`config.mk`:
```
export PLATFORM = sky130hd
export DESIGN_NAME = lsu_addr_gen
export DESIGN_NICKNAME = d
export VERILOG_FILES = /design/src/rtl/lsu_agu_pkg.sv /design/src/rtl/lsu_agu_ctrl.sv /design/src/rtl/lsu_agu_datapath.sv /design/src/rtl/lsu_addr_gen.sv
export SDC_FILE = /design/constraint.sdc
export NUM_CORES = 1
export LEC_CHECK = 0
export BUFFER_PORTS_ARGS = -buffer_cell sky130_fd_sc_hd__buf_2
export CAP_MARGIN = 20
export CORE_ASPECT_RATIO = 1.4
export CORE_MARGIN = 3
export CORE_UTILIZATION = 45
export DETAILED_ROUTE_END_ITERATION = 16
export PLACE_DENSITY = 0.83
export SLEW_MARGIN = 20
export SYNTH_ARGS = -nofsm -noshare
export SYNTH_HDL_FRONTEND = slang
export SYNTH_SLANG_ARGS = --single-unit
```
`constraint.sdc`:
```
create_clock -name vclk -period 4.61
set_input_delay 0.2305 -clock vclk [all_inputs]
set_output_delay 0.2305 -clock vclk [all_outputs]
set_load 0.005 [all_outputs]
```
`src/rtl/lsu_agu_pkg.sv`:
```
package lsu_agu_pkg;
  typedef enum logic [1:0] {SRC_NONE = 2'd0, SRC_IMM = 2'd1, SRC_REG = 2'd2, SRC_EXT = 2'd3} offSrcE;
  typedef enum logic [1:0] {IDX_OFFSET = 2'd0, IDX_PRE = 2'd1, IDX_POST = 2'd2, IDX_LIT = 2'd3} idxModeE;
  typedef enum logic [1:0] {FMT_S7 = 2'd0, FMT_S9 = 2'd1, FMT_U12 = 2'd2, FMT_BAD = 2'd3} immFmtE;

  // strobes from control to datapath
  typedef struct packed {
    logic       useImm;
    logic       useIdx;
    logic       idxWide;
    logic       extSigned;
    immFmtE     fmt;
    logic [1:0] shiftAmt;
    logic       addrFromBase;
  } aguStrobeT;
endpackage

```
`src/rtl/lsu_agu_ctrl.sv`:
```
module lsu_agu_ctrl
  import lsu_agu_pkg::*;
#(
  parameter int ALIGN_BITS = 4
) (
  input  logic [ALIGN_BITS-1:0] baseLow,
  input  logic                  baseIsSp,
  input  logic                  baseIsPc,
  input  offSrcE                offSrc,
  input  idxModeE               idxMode,
  input  immFmtE                immFmt,
  input  logic                  scaleEn,
  input  logic                  extSigned,
  input  logic [1:0]            sizeLog2,
  output aguStrobeT             strobe,
  output logic                  wbEn,
  output logic                  spFault,
  output logic                  illegal
);
  localparam logic [1:0] LIT_SHIFT = 2'd2;

  logic isWb;
  logic isLit;
  logic badWb;
  logic badFmt;
  logic badLit;
  logic badPc;

  assign isWb  = (idxMode == IDX_PRE) || (idxMode == IDX_POST);
  assign isLit = (idxMode == IDX_LIT);

  always_comb begin
    strobe              = '0;
    strobe.useImm       = (offSrc == SRC_IMM);
    strobe.useIdx       = (offSrc == SRC_REG) || (offSrc == SRC_EXT);
    strobe.idxWide      = (offSrc == SRC_REG);
    strobe.extSigned    = extSigned;
    strobe.fmt          = immFmt;
    strobe.addrFromBase = (idxMode == IDX_POST);
    if (isLit) begin
      strobe.shiftAmt = LIT_SHIFT;
    end else if (strobe.useImm) begin
      strobe.shiftAmt = (immFmt == FMT_S9) ? 2'd0 : sizeLog2;
    end else if (strobe.useIdx) begin
      strobe.shiftAmt = scaleEn ? sizeLog2 : 2'd0;
    end else begin
      strobe.shiftAmt = 2'd0;
    end
  end

  assign badWb   = isWb && ((offSrc != SRC_IMM) || (immFmt == FMT_U12));
  assign badFmt  = (offSrc == SRC_IMM) && (immFmt == FMT_BAD);
  assign badLit  = isLit && ((offSrc != SRC_IMM) || (sizeLog2 < 2'd2) || !baseIsPc);
  assign badPc   = baseIsPc && !isLit;

  assign illegal = badWb || badFmt || badLit || badPc;
  assign spFault = baseIsSp && (baseLow != '0);
  assign wbEn    = isWb && !illegal && !spFault;
endmodule

```
`src/rtl/lsu_agu_datapath.sv`:
```
module lsu_agu_datapath
  import lsu_agu_pkg::*;
#(
  parameter int ADDR_W = 64,
  parameter int IMM_W  = 12,
  parameter int EXT_W  = 32
) (
  input  logic [ADDR_W-1:0] base,
  input  logic [IMM_W-1:0]  immRaw,
  input  logic [ADDR_W-1:0] index,
  input  aguStrobeT         strobe,
  output logic [ADDR_W-1:0] addr,
  output logic [ADDR_W-1:0] sum
);
  localparam int S7_W  = 7;
  localparam int S9_W  = 9;
  localparam int U12_W = 12;

  logic [ADDR_W-1:0] immVal;
  logic [ADDR_W-1:0] idxVal;
  logic [ADDR_W-1:0] offRaw;
  logic [ADDR_W-1:0] offScaled;

  always_comb begin
    unique case (strobe.fmt)
      FMT_S7:  immVal = {{(ADDR_W-S7_W){immRaw[S7_W-1]}}, immRaw[S7_W-1:0]};
      FMT_S9:  immVal = {{(ADDR_W-S9_W){immRaw[S9_W-1]}}, immRaw[S9_W-1:0]};
      FMT_U12: immVal = {{(ADDR_W-U12_W){1'b0}}, immRaw[U12_W-1:0]};
      default: immVal = '0;
    endcase
  end

  always_comb begin
    if (strobe.idxWide) begin
      idxVal = index;
    end else begin
      idxVal = {{(ADDR_W-EXT_W){strobe.extSigned & index[EXT_W-1]}}, index[EXT_W-1:0]};
    end
  end

  always_comb begin
    if (strobe.useImm)      offRaw = immVal;
    else if (strobe.useIdx) offRaw = idxVal;
    else                    offRaw = '0;
  end

  assign offScaled = offRaw << strobe.shiftAmt;
  assign sum       = base + offScaled;
  assign addr      = strobe.addrFromBase ? base : sum;
endmodule

```
`src/rtl/lsu_addr_gen.sv`:
```
module lsu_addr_gen
  import lsu_agu_pkg::*;
#(
  parameter int ADDR_W     = 64,
  parameter int IMM_W      = 12,
  parameter int EXT_W      = 32,
  parameter int ALIGN_BITS = 4
) (
  input  logic [ADDR_W-1:0] base,
  input  logic              baseIsSp,
  input  logic              baseIsPc,
  input  logic [1:0]        offSrc,
  input  logic [1:0]        idxMode,
  input  logic [1:0]        immFmt,
  input  logic [IMM_W-1:0]  immRaw,
  input  logic [ADDR_W-1:0] index,
  input  logic              scaleEn,
  input  logic              extSigned,
  input  logic [1:0]        sizeLog2,
  output logic [ADDR_W-1:0] addr,
  output logic              wbEn,
  output logic [ADDR_W-1:0] wbVal,
  output logic              spFault,
  output logic              illegal
);
  aguStrobeT strobe;

  lsu_agu_ctrl #(.ALIGN_BITS(ALIGN_BITS)) uCtrl (
    .baseLow  (base[ALIGN_BITS-1:0]),
    .baseIsSp (baseIsSp),
    .baseIsPc (baseIsPc),
    .offSrc   (offSrcE'(offSrc)),
    .idxMode  (idxModeE'(idxMode)),
    .immFmt   (immFmtE'(immFmt)),
    .scaleEn  (scaleEn),
    .extSigned(extSigned),
    .sizeLog2 (sizeLog2),
    .strobe   (strobe),
    .wbEn     (wbEn),
    .spFault  (spFault),
    .illegal  (illegal)
  );

  lsu_agu_datapath #(.ADDR_W(ADDR_W), .IMM_W(IMM_W), .EXT_W(EXT_W)) uDp (
    .base  (base),
    .immRaw(immRaw),
    .index (index),
    .strobe(strobe),
    .addr  (addr),
    .sum   (wbVal)
  );
endmodule

```
==> flow_summary.yaml, run 1 <==
power_and_ir_drop:
  leakagePower_nw: 4.78
  power_switching_share: 0.536
  clkPwrFrac: 0
  total_power_mw: 2.36
  pwr-share-comb: 1.000
  p_int_mw: 1.09
  power.share.sequential: 0
  power.density_cell_area_mw_per_mm2: 254
  vdd.ir_drop.worst_mv: 0.150
  power.switching_mw: 1.26
route:
  vias_per_cell: 5.95
  avgRoutedWirePerCell_um: 17.5
  detailed_routing_iteration_count_for_the_pre_antenna_repair_pass: 7
  drc: 0
  drt_iter0_drc: 755
  drt_wl_total_mm: 28.1
  drt.antenna.violating_nets: 0
  dr_total_vias: 9575
floorplanning:
  io-pin-count: 283
  initial_utilization: 0.467
  fp.dieArea_mm2: 0.0161
  placementRows: 51
  fp.dieW_um: 108
  die-height_um: 149
  core-area_mm2: 0.0141
grt:
  global_route.overflow_total: 0
  first_global_vias: 9077
  antenna_found_initial: 2
  largest_net_degree_at_the_start_of_global_routing: 48
  globalRouteTotalUtil: 0.311
  grt_pass1_wl_mm: 41.7
timing:
  worst_pin_slew_ns: 0.827
  fmax_mhz: 222
  whs_ns: 0.737
  worst_slew_margin_rel: 0.448
  timing.final.crit_period_ns: 4.51
  maxSlewViolCount: 0
  fin_setup_tns_ns: 0
  final-hold-violation-count: 0
  setup_viol: 0
  final_min_period_over_clock_period: 0.978
yosys:
  synth_commonest_cells: "sky130_fd_sc_hd__nand2_1 (307), sky130_fd_sc_hd__a21oi_1 (95), sky130_fd_sc_hd__o21ai_0 (75)"
  synthesis.nets: 1306
  synthDominantAreaCellType: "sky130_fd_sc_hd__nand2_1"
  yosys.area.top_type_share: 0.175
  yosysWarnings: 0
  synthesis.instances: 1088
  netlist_top_cells_area: "sky130_fd_sc_hd__nand2_1 (18%), sky130_fd_sc_hd__ha_1 (12%), sky130_fd_sc_hd__a21oi_1 (7.2%)"
  mappedNetlistArea_mm2: 0.00658
  synth_area_per_cell_um2: 6.05
  post-synth-top-count-cell: "sky130_fd_sc_hd__nand2_1"
  netlist-cell-type-count: 62
  synth-seq-area-share: 0
worst_setup_path:
  setup.worst_path.class: "in -> out"
  worstPathArrival_ns: 4.28
  timing.critical_path.from_type: "primary input"
  worst-endpoint-required_ns: 4.38
  crit_path_max_fanout: 20
  critical_path.endpoint_type: "output port"
placed_design:
  dpl-instance-area_mm2: 0.00889
  gp_congestion: 1.05
  detailed_place_hpwl_mm: 22.8
  buffer_ports.inserted: 283
flow_run:
  cap_violations: 0
worst_hold_path:
  hold_path_class: "in -> out"
clock_network:
  hold_buffers: 0
finish:
  layout-drive-gt1-share: 0.364
  clockBufferCount: 0
  numSequentialCells: 0
  finalNetCount: 1642
  synthToLayoutAreaGrowth_pct: 40.9
  non_filler_cell_area_final_mm2: 0.00927
  seq_area_um2: 0
run_status:
  status: "finished clean"
cell families after synthesis:
group,count (synthesis),synth area share
and+or+nand+nor,447,0.284
AOI/OAI and AO/OA,344,0.332
adders and majority gates,66,0.127
muxes,74,0.120
xor gates and xnor gates,62,0.0825
buffers and inverters,95,0.0550
layout make-up:
class / count / area [um2]
fillers: 1266 / 4830
well taps: 185 / 231
repair buffers: 406 / 2410
multi-input cells: 993 / 6540
inverters: 23 / 86.3
diodes: 1 / 2.50
power groups by stage:
stage | Clock, mW | Sequential [mW] | Combinational [mW]
floorplan | 0 | 0 | 1.27
global placement | 0 | 0 | 2.17
detailed placement | 0 | 0 | 2.21
CTS | 0 | 0 | 2.24
global route | 0 | 0 | 2.55
finish | 0.0000000291 | 0 | 2.36
critical path, stage by stage:
cell,delay (ns)
sky130_fd_sc_hd__buf_6,0.10
sky130_fd_sc_hd__nor2b_4,0.13
sky130_fd_sc_hd__o31ai_4,0.21
sky130_fd_sc_hd__nand2_2,0.09
sky130_fd_sc_hd__or2_2,0.32
sky130_fd_sc_hd__buf_4,0.22
sky130_fd_sc_hd__nand2_1,0.09
sky130_fd_sc_hd__a21boi_0,0.09
sky130_fd_sc_hd__o21ai_0,0.26
sky130_fd_sc_hd__mux2i_1,0.13
sky130_fd_sc_hd__ha_1,0.33
sky130_fd_sc_hd__buf_4,0.16
sky130_fd_sc_hd__nand4_1,0.13
sky130_fd_sc_hd__buf_4,0.17
sky130_fd_sc_hd__nor4_1,0.21
sky130_fd_sc_hd__buf_4,0.19
sky130_fd_sc_hd__nand2_1,0.08
sky130_fd_sc_hd__o2111ai_2,0.24
sky130_fd_sc_hd__a31o_2,0.22
sky130_fd_sc_hd__a31oi_2,0.10
sky130_fd_sc_hd__xnor2_1,0.16
sky130_fd_sc_hd__mux2_2,0.28
sky130_fd_sc_hd__buf_2,0.13
stage by stage:
stage | cells | setup slack (ns) | utilization
5_1_grt | 1607 | -0.0813 | 0.657
2_1_floorplan | 1088 | 0.0912 | -
4_1_cts | 1601 | -0.0466 | 0.632
3_5_place_dp | 1601 | -0.127 | 0.630
3_3_place_gp | 1601 | -0.0645 | 0.630
6_report | 1608 | 0.103 | 0.657
repair_timing:
| item | in CTS | in global routing |
|---|---|---|
| cloned | 0 | 1 |
| setup buffers | 0 | 5 |
| pin swaps | 1 | 34 |
| setup endpoints to repair | 8 | 49 |
| resized for setup | 8 | 84 |
path summary, 6_finish.rpt:
kind,start,end,depth (start not counted)
max,immFmt[0],addr[63],23
min,base[40],addr[40],4
cells in the final DEF, fill, tap and decap left out, types with 5 or more instances in the layout:
master,netlist,routed
sky130_fd_sc_hd__a211oi_1,8,6
sky130_fd_sc_hd__a21boi_0,27,25
sky130_fd_sc_hd__a21o_1,35,34
sky130_fd_sc_hd__a21oi_1,95,77
sky130_fd_sc_hd__a21oi_2,1,18
sky130_fd_sc_hd__a22oi_1,6,5
sky130_fd_sc_hd__a31oi_1,26,21
sky130_fd_sc_hd__a31oi_2,1,5
sky130_fd_sc_hd__buf_2,4,281
sky130_fd_sc_hd__buf_4,0,115
sky130_fd_sc_hd__buf_6,0,7
sky130_fd_sc_hd__ha_1,65,59
sky130_fd_sc_hd__ha_2,0,5
sky130_fd_sc_hd__inv_1,22,21
sky130_fd_sc_hd__mux2_2,41,40
sky130_fd_sc_hd__mux2i_1,33,32
sky130_fd_sc_hd__nand2_1,307,305
sky130_fd_sc_hd__nand2b_1,7,7
sky130_fd_sc_hd__nand3_1,10,10
sky130_fd_sc_hd__nand4_1,28,28
sky130_fd_sc_hd__nor2_1,60,55
sky130_fd_sc_hd__nor2b_1,7,6
sky130_fd_sc_hd__nor3_1,9,7
sky130_fd_sc_hd__o211ai_1,5,5
sky130_fd_sc_hd__o21ai_0,75,59
sky130_fd_sc_hd__o21ai_1,11,25
sky130_fd_sc_hd__o21bai_1,18,18
sky130_fd_sc_hd__xnor2_1,38,38
sky130_fd_sc_hd__xor2_1,24,24
routing by layer:
| layer | up-vias | track usage | part of all wire |
|---|---|---|---|
| met5 | - | 0 | 0.00039 |
| met1 | 4301 | 0.336 | 0.35 |
| li1 | 4558 | - | - |
| met4 | 2 | 0.171 | 0.063 |
| met3 | 147 | 0.0256 | 0.078 |
| met2 | 567 | 0.587 | 0.51 |
(Power assumes the default switching activity.)
==> inputs of run 2 (changes only) <==
--- a/config.mk
+++ b/config.mk
@@ -7,11 +7,13 @@
 export LEC_CHECK = 0
 export BUFFER_PORTS_ARGS = -buffer_cell sky130_fd_sc_hd__buf_2
 export CAP_MARGIN = 20
+export CELL_PAD_IN_SITES_DETAIL_PLACEMENT = 0
+export CELL_PAD_IN_SITES_GLOBAL_PLACEMENT = 1
 export CORE_ASPECT_RATIO = 1.4
 export CORE_MARGIN = 3
-export CORE_UTILIZATION = 45
+export CORE_UTILIZATION = 30
 export DETAILED_ROUTE_END_ITERATION = 16
-export PLACE_DENSITY = 0.83
+export PLACE_DENSITY = 0.84
 export SLEW_MARGIN = 20
 export SYNTH_ARGS = -nofsm -noshare
 export SYNTH_HDL_FRONTEND = slang
==> flow_summary.yaml, run 2 (same netlist as run 1, synthesis figures left out) <==
run_status:
  status: "finished clean"
worst_setup_path:
  worst-endpoint-required_ns: 4.38
  cpPeakStageDelay_ns: 0.22
  path_delay_family: "buffers and inverters"
  timing.critical_path.from_type: "primary input"
  crit_path_max_fanout: 8
  setup.worst_path.class: "in -> out"
  worstPathArrival_ns: 4.22
  crit_path_top_delay_cell: "sky130_fd_sc_hd__o31ai_4"
  crit_buf_inv: 8
  critical_path.endpoint_type: "output port"
grt:
  first_global_vias: 9193
  grt_pass1_wl_mm: 45.6
  largest_net_degree_at_the_start_of_global_routing: 51
  global_route.overflow_total: 0
  globalRouteTotalUtil: 0.229
  antenna_found_initial: 1
floorplanning:
  die-height_um: 181
  initial_utilization: 0.308
  placementRows: 63
  io-pin-count: 283
  fp.dieW_um: 131
  fp.dieArea_mm2: 0.0238
  core-area_mm2: 0.0214
finish:
  fillerInstances: 2254
  non_filler_cell_area_final_mm2: 0.0102
  numSequentialCells: 0
  layout-drive-gt1-share: 0.411
  mostFrequentLayoutCells: "sky130_fd_sc_hd__nand2_1 (304), sky130_fd_sc_hd__buf_2 (283), sky130_fd_sc_hd__buf_4 (193)"
  layout_commonest_cell: "sky130_fd_sc_hd__nand2_1"
  finalNetCount: 1725
  synthToLayoutAreaGrowth_pct: 54.9
  finish.utilization: 0.477
  clockBufferCount: 0
  seq_area_um2: 0
  finalNonFillerCells: 1797
  multiInputGateArea_mm2: 0.00668
  num_antenna_cells: 0
power_and_ir_drop:
  total_power_mw: 2.58
  leakagePower_nw: 5.21
  vdd.ir_drop.worst_mv: 0.135
  power.density_cell_area_mw_per_mm2: 253
timing:
  worst_pin_slew_ns: 0.964
  fmax_mhz: 225
  worst_slew_margin_rel: 0.357
  setup_slack_ns: 0.159
  setup_viol: 0
  timing.final.crit_period_ns: 4.45
  final_min_period_over_clock_period: 0.965
  rsz_0062_raised_after_global_routing: "true"
  final-hold-violation-count: 0
  maxSlewViolCount: 0
  whs_ns: 0.746
  fin_setup_tns_ns: 0
worst_hold_path:
  hold_path_class: "in -> out"
route:
  avgRoutedWirePerCell_um: 16.9
  drc: 0
  drt_wl_total_mm: 30.3
  detailed_routing_iteration_count_for_the_pre_antenna_repair_pass: 5
  drt.antenna.violating_nets: 0
  drt_iter0_drc: 451
  vias_per_cell: 5.25
  dr_total_vias: 9437
placed_design:
  dpl-instance-area_mm2: 0.00949
  buffer_ports.inserted: 283
  dpl.cell_count: 1769
  pre_cts_slack_ns: -0.383
  gp_congestion: 1.03
  detailed_place_hpwl_mm: 25.0
flow_run:
  cap_violations: 0
clock_network:
  hold_buffers: 0
run 2: changes by cell type in the layout (fill, tap and decap cells not counted), moves of 3 or more:
cell / before / now
sky130_fd_sc_hd__buf_4: 115 / 193
sky130_fd_sc_hd__o21ai_0: 59 / 42
sky130_fd_sc_hd__o21ai_1: 25 / 38
sky130_fd_sc_hd__a21oi_1: 77 / 73
sky130_fd_sc_hd__o21ai_2: 2 / 6
sky130_fd_sc_hd__a21oi_2: 18 / 21
sky130_fd_sc_hd__ha_2: 5 / 2
run 2: power breakdown:
group	switching, mW	internal, mW
clock	0	0
sequential	0	0
combinational	1.32	1.26
run 2: per-layer routing:
| layer | wire (um) | share of wire | vias to the layer above | track usage |
|---|---|---|---|---|
| met4 | 1160 | 0.038 | 2 | 0.0752 |
| met2 | 16100 | 0.53 | 378 | 0.454 |
| met1 | 11400 | 0.38 | 4261 | 0.255 |
| met5 | 13 | 0.00043 | - | 0 |
| li1 | - | - | 4729 | - |
| met3 | 1630 | 0.054 | 67 | 0.0170 |
run 2: final cells by class:
class	instances	share of cell area
multi-input cells	994	0.655
inverters	23	0.00872
repair buffers	488	0.300
well taps	292	0.0359
run 2: what timing repair did:
item                       4_1_cts  5_1_grt
buffers inserted                 0       24
setup endpoints to repair       17       48
pin swaps                        3       53
gates cloned                     0        4
gates resized for setup         13      125
hold endpoints to repair         0        0
run 2: worst paths after layout:
path | endpoint | depth (start not counted) | start
hold / removal | addr[49] | 4 | base[49]
setup / recovery | addr[30] | 25 | immFmt[0]
==> inputs of run 3 (changes only) <==
--- a/config.mk
+++ b/config.mk
@@ -11,9 +11,9 @@
 export CELL_PAD_IN_SITES_GLOBAL_PLACEMENT = 1
 export CORE_ASPECT_RATIO = 1.4
 export CORE_MARGIN = 3
-export CORE_UTILIZATION = 30
+export CORE_UTILIZATION = 33
 export DETAILED_ROUTE_END_ITERATION = 16
-export PLACE_DENSITY = 0.84
+export PLACE_DENSITY = 0.88
 export SLEW_MARGIN = 20
 export SYNTH_ARGS = -nofsm -noshare
 export SYNTH_HDL_FRONTEND = slang
==> constraint.sdc (replaced) <==
create_clock -name vclk -period 4.4
set_input_delay 0.22 -clock vclk [all_inputs]
set_output_delay 0.22 -clock vclk [all_outputs]
set_load 0.005 [all_outputs]
==> flow_summary.yaml, run 3 (same netlist as run 1, synthesis figures left out) <==
worst_setup_path:
  worst-endpoint-required_ns: 4.18
  crit_path_top_delay_cell: "sky130_fd_sc_hd__ha_1"
  worstPathArrival_ns: 4.44
  setup.worst_path.class: "in -> out"
  path_delay_family: "compound AO/OA/AOI/OAI gates"
  cpPeakStageDelay_ns: 0.33
  crit_buf_inv: 6
  critical_path.endpoint_type: "output port"
  timing.critical_path.from_type: "primary input"
  critical_path_depth: 25
  critical_path.most_common_cell: "sky130_fd_sc_hd__buf_6"
  crit_path_max_fanout: 8
route:
  drt_wl_total_mm: 32.3
  avgRoutedWirePerCell_um: 17.4
  vias_per_cell: 5.55
  dr_total_vias: 10300
  drc: 0
  detailed_routing_iteration_count_for_the_pre_antenna_repair_pass: 9
  drt_iter0_drc: 710
  drt.antenna.violating_nets: 0
floorplanning:
  fp.dieW_um: 125
  core-area_mm2: 0.0194
  placementRows: 60
  fp.dieArea_mm2: 0.0217
  die-height_um: 173
  initial_utilization: 0.340
  io-pin-count: 283
finish:
  layout-drive-gt1-share: 0.495
  non_filler_cell_area_final_mm2: 0.0116
  mostFrequentLayoutCells: "sky130_fd_sc_hd__nand2_1 (291), sky130_fd_sc_hd__buf_4 (283), sky130_fd_sc_hd__buf_2 (272)"
  multiInputGateArea_mm2: 0.00721
  layout_commonest_cell: "sky130_fd_sc_hd__nand2_1"
  synthToLayoutAreaGrowth_pct: 76.5
  fillerInstances: 1798
  num_antenna_cells: 0
  seq_area_um2: 0
  finish.utilization: 0.600
  finalNetCount: 1832
  numSequentialCells: 0
  clockBufferCount: 0
timing:
  worst_pin_slew_ns: 0.559
  final-hold-violation-count: 0
  setup_slack_ns: -0.255
  timing.final.crit_period_ns: 4.66
  final_min_period_over_clock_period: 1.06
  maxSlewViolCount: 0
  worst_slew_margin_rel: 0.627
  fmax_mhz: 215
  setup_viol: 20
  rsz_0062_raised_after_global_routing: "true"
worst_hold_path:
  worstHoldPathCells: 4
  hold_path_class: "in -> out"
placed_design:
  dpl-instance-area_mm2: 0.0101
  detailed_place_hpwl_mm: 25.2
  gp_congestion: 1.00
  buffer_ports.inserted: 283
grt:
  largest_net_degree_at_the_start_of_global_routing: 41
  grt_pass1_wl_mm: 46.8
  globalRouteTotalUtil: 0.254
  antenna_found_initial: 0
  first_global_vias: 9741
  global_route.overflow_total: 0
run_status:
  status: "finished with violations"
  violations: "setup timing"
clock_network:
  hold_buffers: 0
power_and_ir_drop:
  leakagePower_nw: 5.94
  vdd.ir_drop.worst_mv: 0.180
  power.density_cell_area_mw_per_mm2: 272
  total_power_mw: 3.16
flow_run:
  cap_violations: 0
[run 3: stage by stage]
step | hold slack, ns | worst slack, ns | std cells | TNS, ns
2_1_floorplan | 0.531 | 0.0117 | 1088 | 0
3_3_place_gp | 0.721 | -0.387 | 1818 | -5.89
3_5_place_dp | 0.726 | -0.411 | 1818 | -6.33
4_1_cts | 0.726 | -0.111 | 1830 | -0.273
5_1_grt | 0.747 | -0.469 | 1860 | -8.88
6_report | 0.723 | -0.255 | 1860 | -1.43
[run 3: where the power goes]
group | switching [mW] | internal [mW] | leakage [nW] | total [mW]
combinational | 1.54 | 1.62 | 5.94 | 3.16
sequential | 0 | 0 | 0 | 0
clock | 0 | 0 | 0 | 0
[run 3: worst paths after layout]
path | startpoint | endpoint
hold / removal | base[41] | addr[41]
setup / recovery | immFmt[0] | addr[62]
[run 3: repair_timing]
item / CTS / global route
setup endpoints to repair: 46 / 69
gates resized for setup: 83 / 195
pin swaps: 34 / 84
buffers inserted: 12 / 28
cloned: 0 / 3
[run 3: area by class of cell]
type / count / area share
repair buffers: 595 / 0.345
multi-input cells: 994 / 0.621
well taps: 248 / 0.0267
inverters: 23 / 0.00743
[run 3: per-layer routing]
layer / GRT usage / vias up / share of wire
met5: 0 / - / 0
met4: 0.0886 / 0 / 0.044
met3: 0.0198 / 114 / 0.061
met2: 0.506 / 485 / 0.54
met1: 0.275 / 4788 / 0.36
li1: - / 4934 / -
[run 3: worst min-delay path, stage by stage]
cell,delay [ns]
sky130_fd_sc_hd__buf_2,0.09
sky130_fd_sc_hd__nand2_1,0.05
sky130_fd_sc_hd__nand2_1,0.04
sky130_fd_sc_hd__buf_2,0.10
